## src/rtl/chan_irq_pkg.sv

```systemverilog
package chan_irq_pkg;

  localparam int DATA_W         = 32;
  localparam int CH_EVT_W       = 6;
  localparam int ENG_EVT_W      = 2;
  localparam int ENG_LSB        = 1;
  localparam int ENG_SRC_BIT    = 31;
  localparam int CH_IDX_W       = 5;
  localparam int MAX_CH         = 31;
  localparam int CH_REGION_BASE = 'h100;
  localparam int CH_STRIDE_LG   = 4;
  localparam int GLB_REGION_SZ  = 'h20;

  typedef enum logic [2:0] {
    G_SOURCE     = 3'd0,
    G_MASK       = 3'd1,
    G_ENG_STATUS = 3'd2,
    G_ENG_CLEAR  = 3'd3,
    G_ENG_ENABLE = 3'd4
  } glb_reg_e;

  typedef enum logic [1:0] {
    C_STATUS = 2'd0,
    C_CLEAR  = 2'd1,
    C_ENABLE = 2'd2
  } chan_reg_e;

  typedef struct packed {
    logic                glb_hit;
    glb_reg_e            glb;
    logic                ch_hit;
    logic [CH_IDX_W-1:0] ch;
    chan_reg_e           creg;
  } reg_sel_t;

endpackage

```

## src/rtl/irq_addr_decode.sv

```systemverilog
module irq_addr_decode
  import chan_irq_pkg::*;
#(
  parameter int ADDR_W = 12,
  parameter int NUM_CH = 4
) (
  input  logic [ADDR_W-1:0] addr,
  output reg_sel_t          sel
);

  localparam int IDX_W = ADDR_W - CH_STRIDE_LG;

  logic [ADDR_W-1:0] ch_off;
  logic [IDX_W-1:0]  ch_idx;
  logic              in_glb;
  logic              in_ch;
  logic              unused_off;

  assign unused_off = ^ch_off[1:0];

  always_comb begin
    ch_off = addr - ADDR_W'(CH_REGION_BASE);
    ch_idx = ch_off[ADDR_W-1:CH_STRIDE_LG];
    in_glb = (addr < ADDR_W'(GLB_REGION_SZ));
    in_ch  = (addr >= ADDR_W'(CH_REGION_BASE)) && (ch_idx < IDX_W'(NUM_CH));
    sel    = '0;
    if (in_glb && (addr[4:2] <= 3'd4)) begin
      sel.glb_hit = 1'b1;
      sel.glb     = glb_reg_e'(addr[4:2]);
    end
    if (in_ch && (ch_off[3:2] != 2'd3)) begin
      sel.ch_hit = 1'b1;
      sel.ch     = CH_IDX_W'(ch_idx);
      sel.creg   = chan_reg_e'(ch_off[3:2]);
    end
  end

endmodule

```

## src/rtl/irq_src_slice.sv

```systemverilog
module irq_src_slice #(
  parameter int W = 6
) (
  input  logic         clk,
  input  logic         rst_n,
  input  logic [W-1:0] evt,
  input  logic [W-1:0] clr_mask,
  input  logic         en_we,
  input  logic [W-1:0] en_wdata,
  output logic [W-1:0] status,
  output logic [W-1:0] enable,
  output logic         summary
);

  logic [W-1:0] status_d;
  logic         status_ce;

  // event wins over clear on the same bit
  always_comb begin
    status_d  = (status & ~clr_mask) | evt;
    status_ce = (|evt) | (|clr_mask);
  end

  always_ff @(posedge clk or negedge rst_n) begin
    if (!rst_n) begin
      status <= '0;
    end else if (status_ce) begin
      status <= status_d;
    end
  end

  always_ff @(posedge clk or negedge rst_n) begin
    if (!rst_n) begin
      enable <= '0;
    end else if (en_we) begin
      enable <= en_wdata;
    end
  end

  assign summary = |(status & enable);

endmodule

```

## src/rtl/chan_irq_aggr.sv

```systemverilog
module chan_irq_aggr
  import chan_irq_pkg::*;
#(
  parameter int NUM_CH = 4,
  parameter int ADDR_W = 12
) (
  input  logic                       clk,
  input  logic                       rst_n,
  input  logic                       bus_wr_en,
  input  logic                       bus_rd_en,
  input  logic [ADDR_W-1:0]          bus_addr,
  input  logic [DATA_W-1:0]          bus_wdata,
  output logic [DATA_W-1:0]          bus_rdata,
  input  logic [NUM_CH*CH_EVT_W-1:0] ch_evt,
  input  logic [ENG_EVT_W-1:0]       eng_evt,
  output logic                       irq
);

  localparam int FLAT_W = NUM_CH * CH_EVT_W;

  initial begin
    if (NUM_CH < 1 || NUM_CH > MAX_CH) $error("NUM_CH out of range");
    if (ADDR_W < 10) $error("ADDR_W too small");
  end

  reg_sel_t sel;

  logic [FLAT_W-1:0]    ch_status_flat;
  logic [FLAT_W-1:0]    ch_enable_flat;
  logic [FLAT_W-1:0]    ch_clr_flat;
  logic [NUM_CH-1:0]    ch_sum;
  logic [ENG_EVT_W-1:0] eng_status;
  logic [ENG_EVT_W-1:0] eng_enable;
  logic [ENG_EVT_W-1:0] eng_clr;
  logic                 eng_sum;
  logic                 eng_en_we;

  logic [NUM_CH-1:0]    mask_ch_q,  mask_ch_d;
  logic                 mask_eng_q, mask_eng_d;
  logic                 mask_we;

  logic [DATA_W-1:0]    src_word;
  logic [DATA_W-1:0]    mask_word;
  logic                 irq_d;
  logic [DATA_W-1:0]    rdata_d;
  logic                 unused_wdata;

  assign unused_wdata = ^bus_wdata;

  irq_addr_decode #(
    .ADDR_W (ADDR_W),
    .NUM_CH (NUM_CH)
  ) u_decode (
    .addr (bus_addr),
    .sel  (sel)
  );

  // ---------------- per-channel slices ----------------
  for (genvar c = 0; c < NUM_CH; c++) begin : g_ch
    logic this_ch;
    logic clr_we;
    logic en_we;

    assign this_ch = bus_wr_en && sel.ch_hit && (sel.ch == CH_IDX_W'(c));
    assign clr_we  = this_ch && (sel.creg == C_CLEAR);
    assign en_we   = this_ch && (sel.creg == C_ENABLE);
    assign ch_clr_flat[c*CH_EVT_W +: CH_EVT_W] =
      clr_we ? bus_wdata[CH_EVT_W-1:0] : '0;

    irq_src_slice #(
      .W (CH_EVT_W)
    ) u_slice (
      .clk      (clk),
      .rst_n    (rst_n),
      .evt      (ch_evt[c*CH_EVT_W +: CH_EVT_W]),
      .clr_mask (ch_clr_flat[c*CH_EVT_W +: CH_EVT_W]),
      .en_we    (en_we),
      .en_wdata (bus_wdata[CH_EVT_W-1:0]),
      .status   (ch_status_flat[c*CH_EVT_W +: CH_EVT_W]),
      .enable   (ch_enable_flat[c*CH_EVT_W +: CH_EVT_W]),
      .summary  (ch_sum[c])
    );
  end

  // ---------------- engine slice ----------------
  assign eng_clr   = (bus_wr_en && sel.glb_hit && (sel.glb == G_ENG_CLEAR)) ?
                     bus_wdata[ENG_LSB +: ENG_EVT_W] : '0;
  assign eng_en_we = bus_wr_en && sel.glb_hit && (sel.glb == G_ENG_ENABLE);

  irq_src_slice #(
    .W (ENG_EVT_W)
  ) u_eng (
    .clk      (clk),
    .rst_n    (rst_n),
    .evt      (eng_evt),
    .clr_mask (eng_clr),
    .en_we    (eng_en_we),
    .en_wdata (bus_wdata[ENG_LSB +: ENG_EVT_W]),
    .status   (eng_status),
    .enable   (eng_enable),
    .summary  (eng_sum)
  );

  // ---------------- source mask ----------------
  always_comb begin
    mask_we    = bus_wr_en && sel.glb_hit && (sel.glb == G_MASK);
    mask_ch_d  = bus_wdata[NUM_CH-1:0];
    mask_eng_d = bus_wdata[ENG_SRC_BIT];
  end

  always_ff @(posedge clk or negedge rst_n) begin
    if (!rst_n) begin
      mask_ch_q  <= '0;
      mask_eng_q <= 1'b0;
    end else if (mask_we) begin
      mask_ch_q  <= mask_ch_d;
      mask_eng_q <= mask_eng_d;
    end
  end

  // ---------------- global word and output ----------------
  always_comb begin
    src_word               = '0;
    src_word[NUM_CH-1:0]   = ch_sum;
    src_word[ENG_SRC_BIT]  = eng_sum;
    mask_word              = '0;
    mask_word[NUM_CH-1:0]  = mask_ch_q;
    mask_word[ENG_SRC_BIT] = mask_eng_q;
    irq_d                  = |(src_word & mask_word);
  end

  always_ff @(posedge clk or negedge rst_n) begin
    if (!rst_n) begin
      irq <= 1'b0;
    end else begin
      irq <= irq_d;
    end
  end

  // ---------------- read path ----------------
  always_comb begin
    rdata_d = '0;
    if (sel.glb_hit) begin
      case (sel.glb)
        G_SOURCE:     rdata_d = src_word;
        G_MASK:       rdata_d = mask_word;
        G_ENG_STATUS: rdata_d[ENG_LSB +: ENG_EVT_W] = eng_status;
        G_ENG_ENABLE: rdata_d[ENG_LSB +: ENG_EVT_W] = eng_enable;
        default:      rdata_d = '0;
      endcase
    end else if (sel.ch_hit) begin
      for (int c = 0; c < NUM_CH; c++) begin
        if (sel.ch == CH_IDX_W'(c)) begin
          case (sel.creg)
            C_STATUS: rdata_d[CH_EVT_W-1:0] = ch_status_flat[c*CH_EVT_W +: CH_EVT_W];
            C_ENABLE: rdata_d[CH_EVT_W-1:0] = ch_enable_flat[c*CH_EVT_W +: CH_EVT_W];
            default:  rdata_d = '0;
          endcase
        end
      end
    end
  end

  always_ff @(posedge clk or negedge rst_n) begin
    if (!rst_n) begin
      bus_rdata <= '0;
    end else if (bus_rd_en) begin
      bus_rdata <= rdata_d;
    end
  end

endmodule

```

## config.mk

```make
export PLATFORM = sky130hd
export DESIGN_NAME = chan_irq_aggr
export DESIGN_NICKNAME = d
export VERILOG_FILES = /design/src/rtl/chan_irq_pkg.sv /design/src/rtl/irq_addr_decode.sv /design/src/rtl/irq_src_slice.sv /design/src/rtl/chan_irq_aggr.sv
export SDC_FILE = /design/constraint.sdc
export NUM_CORES = 1
export LEC_CHECK = 0
export BUFFER_PORTS_ARGS = -buffer_cell sky130_fd_sc_hd__buf_2
export CORE_MARGIN = 2
export CORE_UTILIZATION = 31
export DETAILED_ROUTE_END_ITERATION = 10
export PLACE_DENSITY = 0.58
export SLEW_MARGIN = 5
export SYNTH_ARGS = -nofsm -noshare
export SYNTH_HDL_FRONTEND = slang
export SYNTH_SLANG_ARGS = --single-unit
```

## constraint.sdc

```tcl
create_clock -name clk -period 3.3 [get_ports clk]
set_input_delay 0.165 -clock clk [delete_from_list [all_inputs] [get_ports clk]]
set_output_delay 0.165 -clock clk [all_outputs]
set_load 0.05 [all_outputs]
```

==> results of run 1 <==
stage by stage:
| step | hold slack, ns | power (mW) |
|---|---|---|
| global route | 0.00151 | 2.05 |
| finish | -0.00425 | 1.97 |
| CTS | 0.000262 | 1.99 |
| detailed placement | 0.345 | 1.05 |
| floorplan | -0.131 | 0.991 |
| global placement | 0.343 | 1.05 |
cells in the final DEF, fill, tap and decap left out, drive strengths merged, types with 5 or more instances in the layout:
cell    instances
a22oi          17
a21oi           8
nor2           15
o21ai           5
nand2b          6
nand2          34
inv             9
a21o           30
buf            57
nor2b           9
o22ai           7
nor3            9
nand3          13
nand4          12
clkbuf         13
mux2           35
dfrtp          65
conb           25
path summary, 6_finish.rpt:
kind                                                       start                               endpoint  slack (ns)  cells after the start
setup / recovery                                    bus_addr[10]               bus_rdata[2]$_DFFE_PN0P_        1.23                      6
min in group clk                                      ch_evt[22]  g_ch[3].u_slice.status[4]$_DFFE_PN0P_           0                      2
hold / removal                                             rst_n  g_ch[3].u_slice.status[4]$_DFFE_PN0P_      -0.004                      2
hold reg to reg            g_ch[3].u_slice.status[0]$_DFFE_PN0P_  g_ch[3].u_slice.status[0]$_DFFE_PN0P_        0.51                      1
max in group asynchronous                                  rst_n                          irq$_DFF_PN0_        2.71                      2
setup reg to reg           g_ch[3].u_slice.status[2]$_DFFE_PN0P_               bus_rdata[2]$_DFFE_PN0P_        1.62                      5
cell families after synthesis:
logic type | count (synthesis) | share of synthesized area
other | 1 | 0.000969
flip-flops | 65 | 0.420
AND/OR/NAND/NOR | 124 | 0.201
buffers and inverters | 54 | 0.0818
AO/OA/AOI/OAI | 97 | 0.186
multiplexers | 37 | 0.110
flip-flops by register name, summed over array words and instances, names as in the netlist:
name,count
g_ch.u_slice.enable,24
g_ch.u_slice.status,24
bus_rdata,7
mask_ch_q,4
u_eng.enable,2
u_eng.status,2
irq,1
mask_eng_q,1
per-layer routing:
metal  up-vias  wire (µm)
met2       139       4850
met3        10        744
li1       1454          -
met5         -          0
met1      1538       5410
met4         0        127
area by class of cell:
type	instances	area, µm²	area share
Timing Repair Buffer	57	293	0.0654
Multi-Input combinational cell	283	2020	0.452
Clock inverter	3	40.0	0.00894
Tap cell	168	210	0.0469
Inverter	9	33.8	0.00754
Clock buffer	13	250	0.0559
Sequential cell	65	1630	0.363
report_power, final:
group	switching, mW	internal, mW
Clock	0.331	0.603
Sequential	0.00403	0.803
Combinational	0.177	0.0547
Total	0.512	1.46
==> run_results.csv, run 1 <==
group,metric,value,unit
timing,fmax,482,MHz
timing,slew_headroom,0.430,
timing,setup_viol,0,
cells_and_area,drive_above_1_share,0.291,
worst_setup_path,cp-end-kind,"flip-flop",
cells_and_area,utilization,0.370,
run_status,violations,"negative hold slack",
synthesis,yosysWarningCount,0,
clock_tree,cts_resized,0,
grt,grt_pass1_vias,3022,
grt,grt_pass1_wl,17.6,mm
cells_and_area,fill_cells,1253,
timing,max_slew.worst_pin.slew,0.855,ns
synthesis,async_flop_share,1.00,
placement,place_area,4190,µm²
synthesis,syn_area,3870,µm²
timing,whs,-0.00425,ns
synthesis,yosys-top-cells-area,"dfrtp_1 42%, mux2_2 9.9%, a21o_1 5.8%, buf_4 5.0%, a22oi_1 3.3%",
worst_setup_path,cp_slowest_cell,"or4_4",
grt,antenna_found_initial,0,
synthesis,yosysMostFrequentCell,"dfrtp_1",
cells_and_area,finalNonFillerCells,598,
grt,grt_max_degree,66,
timing,final-max-slew-violation-count,0,
synthesis,synth_seq_cells,65,
placement,dp_hpwl,8.18,mm
cells_and_area,final_nets,499,
timing,setup_slack,1.23,ns
detailed_routing,dr.pass1.iters,5,
worst_setup_path,slowest_delay,0.66,ns
hold_path,hold_class,"in2async",
worst_setup_path,start_kind,"input port",
detailed_routing,drtAntennaViolNets,0,
floorplanning,rows,40,
detailed_routing,route.vias.total,3141,
timing,fin_crit,2.07,ns
detailed_routing,drc,0,
placement,io_buffer_count,54,
detailed_routing,first_iter_violations,182,
clock_tree,clock-sinks,65,
placement,gp_congestion,0.949,
worst_setup_path,crit_family,"simple AND/OR/NAND/NOR gates",
floorplanning,die_x,116,µm
floorplanning,start_util,0.320,
grt,top_usage_layer,"met1",
clock_tree,htreeDepth,3,
synthesis,synth_common_cells,"65 x dfrtp_1, 34 x mux2_2, 34 x nand2_1, 30 x a21o_1, 26 x buf_4",
synthesis,synth-main-ff-cell,"dfrtp_1",
grt,grt_usage,0.177,
timing,rsz0062_at_grt,"false",
timing,fin_skew,0.00556,ns
worst_setup_path,worstSetupPathType,"in2reg",
clock_tree,clock_latency,0.33,ns
synthesis,synth_top_area_share,0.420,
worst_setup_path,critPathBufInv,1,
detailed_routing,avgRoutedWirePerCell,18.6,µm
floorplanning,dieHeight,116,µm
timing,fin_tns_setup,0,ns
cells_and_area,n_antenna_cell,0,
worst_setup_path,required,3.57,ns
clock_tree,postCtsHoldBufs,0,
placement,dp.cells,582,
detailed_routing,wl,11.1,mm
worst_setup_path,crit_chain,"buf_2, or4_4, nor3_2, and2_1, nor4b_1, or3_1",
worst_setup_path,critPathMaxFanout,12,
floorplanning,die-area,13400,µm²
synthesis,synth_cell_type_count,67,
timing,finalCritPeriodShare,0.628,
clock_tree,clock_path_buffers,2,
power_and_ir_drop,power.density,441,nW/µm²
grt,overflow,0,
detailed_routing,vias_per_cell,5.25,
synthesis,avgSynthCellArea,10.2,µm²
clock_tree,cts_setup_buffers,0,
synthesis,yosys.area.top_type,"dfrtp_1",
floorplanning,ios,107,
timing,hold_viol_final,2,
placement,place_ws,0.922,ns
run_status,status,"finished, violations left",
cells_and_area,final_area,4480,µm²
power_and_ir_drop,power_leakage,1.86,nW
job,max_cap_viol_count,0,
power_and_ir_drop,max-vdd-ir-drop,273,µV
grt,use_met3,0.0392,
clock_tree,cts_buffers,9,
synthesis,synth_edf_count,0,
grt,met1_usage,0.266,
clock_tree,cts-root-buf,"clkbuf_16",
floorplanning,coreArea,12100,µm²
synthesis,synthCells,378,
cells_and_area,syn2layout_area_growth,15.7,%
worst_setup_path,cp.arrival,2.35,ns
grt,gr-usage-met2,0.256,
clock_tree,cts.clk_slew.worst_paths,0.05,ns
clock_tree,cts_tree,"yes",
synthesis,ys_seq_area_frac,0.420,
No activity file was read; power rests on OpenSTA's default activity.
==> run 2: changes to the inputs <==
==> constraint.sdc (replaced) <==
create_clock -name clk -period 1.98 [get_ports clk]
set_input_delay 0.099 -clock clk [delete_from_list [all_inputs] [get_ports clk]]
set_output_delay 0.099 -clock clk [all_outputs]
set_load 0.05 [all_outputs]
==> run_results.csv, run 2 (synthesis gave the netlist of run 1 again) <==
group,metric,value,unit
clock_tree,cts-root-buf,"clkbuf_16",
detailed_routing,first_iter_violations,264,
power_and_ir_drop,seqPwrFrac,0.408,
grt,grt_pass1_vias,3358,
worst_setup_path,critPathMaxFanout,6,
floorplanning,ios,107,
hold_path,hold_class,"in2reg",
timing,setup_viol,0,
detailed_routing,route.vias.total,3386,
timing,fin_tns_setup,0,ns
placement,io_buffer_count,54,
floorplanning,dieHeight,116,µm
clock_tree,clock_latency,0.34,ns
timing,rsz0062_at_grt,"false",
power_and_ir_drop,p_int,2.45,mW
timing,finalCritPeriodShare,0.875,
cells_and_area,layout_commonest_cell,"dfrtp_1",
detailed_routing,dr_wl_met2,5.10,mm
detailed_routing,drtAntennaViolNets,0,
power_and_ir_drop,power.density,657,nW/µm²
power_and_ir_drop,switchingPower,852,µW
timing,fmax,577,MHz
timing,max_slew.worst_pin.slew,0.663,ns
grt,overflow,0,
cells_and_area,final_area,5030,µm²
power_and_ir_drop,combPwrFrac,0.144,
cells_and_area,multi_input_area,2020,µm²
grt,grt_pass1_wl,19.0,mm
timing,final-max-slew-violation-count,0,
clock_tree,clock_path_buffers,2,
power_and_ir_drop,power_leakage,2.15,nW
clock_tree,htreeDepth,3,
placement,place_area,4480,µm²
floorplanning,rows,40,
detailed_routing,vias_per_cell,5.14,
cells_and_area,layout_common_cells,"65 x dfrtp_1, 54 x buf_2, 37 x buf_4",
worst_setup_path,cp.arrival,2.00,ns
worst_setup_path,worstSetupPathType,"in2reg",
cells_and_area,regArea,1630,µm²
clock_tree,cts_tree,"yes",
clock_tree,cts_buffers,9,
detailed_routing,top_layer_used,"met4",
timing,whs,0.144,ns
timing,fin_skew,0.00553,ns
timing,hold_viol_final,0,
run_status,status,"complete, no violations",
grt,antenna_found_initial,0,
timing,fin_crit,1.73,ns
cells_and_area,final_nets,563,
grt,grt_max_degree,40,
timing,slew_headroom,0.558,
power_and_ir_drop,switching_share,0.258,
detailed_routing,dr.pass1.iters,4,
cells_and_area,largestRegisters,"g_ch.u_slice.enable: 24 flops, g_ch.u_slice.status: 24 flops, bus_rdata: 7 flops",
floorplanning,die_x,116,µm
clock_tree,cts.clk_slew.worst_paths,0.05,ns
job,max_cap_viol_count,0,
cells_and_area,n_antenna_cell,0,
floorplanning,coreArea,12100,µm²
cells_and_area,drive_above_1_share,0.322,
detailed_routing,wl_met1,5.59,mm
cells_and_area,syn2layout_area_growth,29.9,%
power_and_ir_drop,max-vdd-ir-drop,391,µV
worst_setup_path,cp-end-kind,"flip-flop",
detailed_routing,avgRoutedWirePerCell,18.0,µm
clock_tree,clock-sinks,65,
cells_and_area,fill_cells,1217,
power_and_ir_drop,clkPwrFrac,0.449,
grt,grt_usage,0.190,
detailed_routing,met3_length,930,µm
placement,dp_hpwl,8.95,mm
floorplanning,die-area,13400,µm²
floorplanning,start_util,0.320,
worst_setup_path,start_kind,"input port",
worst_setup_path,required,2.25,ns
detailed_routing,drc,0,
placement,gp_congestion,0.912,
detailed_routing,wl,11.9,mm
clock_tree,cts_setup_buffers,0,
run 2: cell count changes in the layout (fill, tap and decap cells not counted), sizes merged:
cell / delta
clkbuf: -1
clkinv: -2
dlygate4sd3: +28
buf: +36
run 2: area by class of cell:
cell class                 count  share of cell area
clock inverter                 1             0.00597
clock buffer                  12              0.0470
timing repair buffer         121               0.173
inverter                       9             0.00672
multi-input combinational    283               0.402
sequential                    65               0.323
tap                          168              0.0418
run 2: per-layer routing:
layer,track usage,vias up
met5,0,-
met4,0.0651,0
met3,0.0544,13
met2,0.281,138
met1,0.269,1650
li1,-,1585
run 2: critical path, stage by stage:
cell,delay (ns)
buf_2,0.10
or4_4,0.59
buf_4,0.19
nor2_2,0.21
buf_4,0.15
a31oi_1,0.11
nor4b_1,0.29
buf_4,0.16
or3_1,0.10
run 2: worst paths after layout:
| check | start | endpoint | slack [ns] | cells after the start |
|---|---|---|---|---|
| setup / recovery | bus_addr[10] | bus_rdata[2]$_DFFE_PN0P_ | 0.25 | 9 |
| hold / removal | bus_wdata[5] | g_ch[2].u_slice.status[5]$_DFFE_PN0P_ | 0.14 | 3 |
| setup reg to reg | g_ch[3].u_slice.status[2]$_DFFE_PN0P_ | bus_rdata[2]$_DFFE_PN0P_ | 0.32 | 5 |
| hold reg to reg | g_ch[3].u_slice.status[0]$_DFFE_PN0P_ | g_ch[3].u_slice.status[0]$_DFFE_PN0P_ | 0.51 | 1 |
| max in group asynchronous | rst_n | g_ch[0].u_slice.status[1]$_DFFE_PN0P_ | 1.01 | 3 |
| min in group asynchronous | rst_n | bus_rdata[1]$_DFFE_PN0P_ | 0.34 | 2 |
run 2: through the flow:
stage / power [mW] / utilization / instances / worst slack [ns]
floorplan: 1.65 / - / 402 / 0.126
global placement: 1.80 / 0.370 / 618 / -0.0870
detailed placement: 1.80 / 0.370 / 618 / -0.0911
CTS: 3.34 / 0.415 / 659 / 0.260
global route: 3.44 / 0.415 / 659 / 0.129
finish: 3.30 / 0.415 / 659 / 0.247
run 2: power by group through the flow:
stage | logic [mW] | clock network (mW) | registers [mW]
detailed placement | 0.432 | 0 | 1.37
CTS | 0.476 | 1.52 | 1.35
global placement | 0.433 | 0 | 1.37
global route | 0.514 | 1.58 | 1.35
floorplan | 0.281 | 0 | 1.37
finish | 0.475 | 1.48 | 1.35
run 2: timing repair:
item / in CTS / in global routing
hold buffers: 28 / 0
gates resized for setup: 0 / 0
endpoints found under the hold margin: 53 / 0
==> run 3: changes to the inputs <==
--- a/config.mk
+++ b/config.mk
@@ -8,6 +8,7 @@
 export BUFFER_PORTS_ARGS = -buffer_cell sky130_fd_sc_hd__buf_2
 export CORE_MARGIN = 2
 export CORE_UTILIZATION = 31
+export CTS_BUF_LIST = sky130_fd_sc_hd__clkbuf_4 sky130_fd_sc_hd__clkbuf_8
 export DETAILED_ROUTE_END_ITERATION = 10
 export PLACE_DENSITY = 0.58
 export SLEW_MARGIN = 5
==> run_results.csv, run 3 (synthesis gave the netlist of run 1 again) <==
group,metric,value,unit
floorplanning,die-area,13400,µm²
worst_setup_path,cp.depth,9,
worst_setup_path,critPathMaxFanout,6,
detailed_routing,first_iter_violations,238,
worst_setup_path,crit_top_cell,"buf_4",
worst_setup_path,crit_start,"bus_addr[10]",
hold_path,hp-start,"bus_wdata[5]",
clock_tree,clock-sinks,65,
cells_and_area,drive_above_1_share,0.328,
grt,overflow,0,
worst_setup_path,required,2.28,ns
detailed_routing,route.vias.total,3381,
floorplanning,dieHeight,116,µm
grt,grt_max_degree,40,
worst_setup_path,worstReg2RegStart,"g_ch[3].u_slice.status[2]$_DFFE_PN0P_",
placement,dp.cells,618,
detailed_routing,dr.pass1.iters,4,
worst_setup_path,cp-end-kind,"flip-flop",
worst_setup_path,cp_slowest_cell,"or4_4",
detailed_routing,drc,0,
placement,io_buffer_count,54,
timing,setup_viol,0,
worst_setup_path,critPathBufInv,4,
clock_tree,cts.clk_slew.worst_paths,0.06,ns
timing,max_slew.worst_pin.slew,0.652,ns
cells_and_area,syn2layout_area_growth,27.6,%
power_and_ir_drop,power.density,589,nW/µm²
timing,fmax,587,MHz
placement,dp_hpwl,8.95,mm
clock_tree,cts_tree,"yes",
job,max_cap_viol_count,0,
timing,fin_skew,0.0110,ns
detailed_routing,wl,11.9,mm
worst_setup_path,crit_family,"simple AND/OR/NAND/NOR gates",
cells_and_area,finalNonFillerCells,659,
run_status,status,"complete, no violations",
detailed_routing,avgRoutedWirePerCell,18.0,µm
cells_and_area,largestRegisters,"g_ch.u_slice.enable: 24 flops, g_ch.u_slice.status: 24 flops, bus_rdata: 7 flops",
timing,fin_crit,1.70,ns
clock_tree,cts_buffers,9,
floorplanning,ios,107,
hold_path,hold_class,"in2reg",
cells_and_area,utilization,0.408,
detailed_routing,vias_per_cell,5.13,
detailed_routing,drtAntennaViolNets,0,
hold_path,worstHoldPathCells,3,
timing,fin_tns_setup,0,ns
grt,grt_pass1_wl,18.9,mm
worst_setup_path,slowest_delay,0.59,ns
placement,gp_congestion,0.912,
power_and_ir_drop,power_leakage,2.11,nW
clock_tree,htreeDepth,3,
worst_setup_path,crit_chain,"buf_2, or4_4, buf_4, nor2_2, buf_4, a31oi_1, nor4b_1, buf_4, or3_1",
floorplanning,die_x,116,µm
cells_and_area,layout_common_cells,"65 x dfrtp_1, 54 x buf_2, 37 x buf_4",
worst_setup_path,cp.arrival,2.00,ns
timing,hold_viol_final,0,
worst_setup_path,worstSetupPathType,"in2reg",
grt,antenna_found_initial,0,
worst_setup_path,start_kind,"input port",
floorplanning,start_util,0.320,
clock_tree,clock_latency,0.37,ns
timing,final-max-slew-violation-count,0,
timing,rsz0062_at_grt,"false",
floorplanning,rows,40,
floorplanning,coreArea,12100,µm²
clock_tree,clock_path_buffers,2,
clock_tree,cts_resized,0,
power_and_ir_drop,max-vdd-ir-drop,324,µV
clock_tree,cts-root-buf,"clkbuf_8",
cells_and_area,final_nets,563,
grt,grt_usage,0.191,
cells_and_area,layout_commonest_cell,"dfrtp_1",
timing,slew_headroom,0.566,
grt,grt_pass1_vias,3336,
cells_and_area,n_antenna_cell,0,
worst_setup_path,rr_worst_depth,5,
timing,finalCritPeriodShare,0.860,
run 3: cell counts in the layout (fill, tap and decap cells not counted):
No cell type changed its count.
run 3: path summary, 6_finish.rpt:
| check | endpoint | slack (ns) |
|---|---|---|
| min in group asynchronous | bus_rdata[1]$_DFFE_PN0P_ | 0.29 |
| setup reg to reg | bus_rdata[2]$_DFFE_PN0P_ | 0.31 |
| max in group asynchronous | g_ch[0].u_slice.status[1]$_DFFE_PN0P_ | 1.05 |
| hold / removal | g_ch[2].u_slice.status[5]$_DFFE_PN0P_ | 0.11 |
| setup / recovery | bus_rdata[2]$_DFFE_PN0P_ | 0.28 |
| hold reg to reg | g_ch[3].u_slice.status[0]$_DFFE_PN0P_ | 0.51 |
run 3: layout make-up:
type | instances | area [µm²]
clock buffers | 12 | 146
clock inverters | 1 | 30.0
fillers | 1227 | 7170
inverters | 9 | 33.8
multi-input cells | 283 | 2020
flip-flops and latches | 65 | 1630
well taps | 168 | 210
repair buffers | 121 | 868
run 3: report_power, final:
part / internal (mW) / switching [mW] / total [mW]
clock: 0.603 / 0.488 / 1.09
combinational: 0.160 / 0.316 / 0.476
sequential: 1.34 / 0.00684 / 1.34
total: 2.10 / 0.811 / 2.91
run 3: metal layers:
layer | GRT usage | routed length (µm)
met4 | 0.0802 | 259
met5 | 0 | 0
met3 | 0.0481 | 829
met2 | 0.278 | 5140
met1 | 0.269 | 5670
run 3: what timing repair did:
action / CTS / global route
endpoints found under the hold margin: 53 / 0
hold buffers: 28 / 0
buffers inserted: 0 / 0
run 3: through the flow:
stage / hold slack, ns / instance area, µm² / total power, mW / worst slack (ns)
finish: 0.114 / 4940 / 2.91 / 0.278
global route: 0.125 / 4940 / 3.03 / 0.162
CTS: 0.104 / 4940 / 2.94 / 0.295
detailed placement: 0.174 / 4480 / 1.80 / -0.0911
global placement: 0.155 / 4480 / 1.80 / -0.0870
floorplan: -0.197 / 3960 / 1.65 / 0.126
run 3: worst reg2reg max path: stages (launching register included):
cell and delay, ns:
dfrtp_1 0.38, or4bb_2 0.62, a211oi_1 0.25, a31oi_1 0.09, o22ai_1 0.14, or3_1 0.13
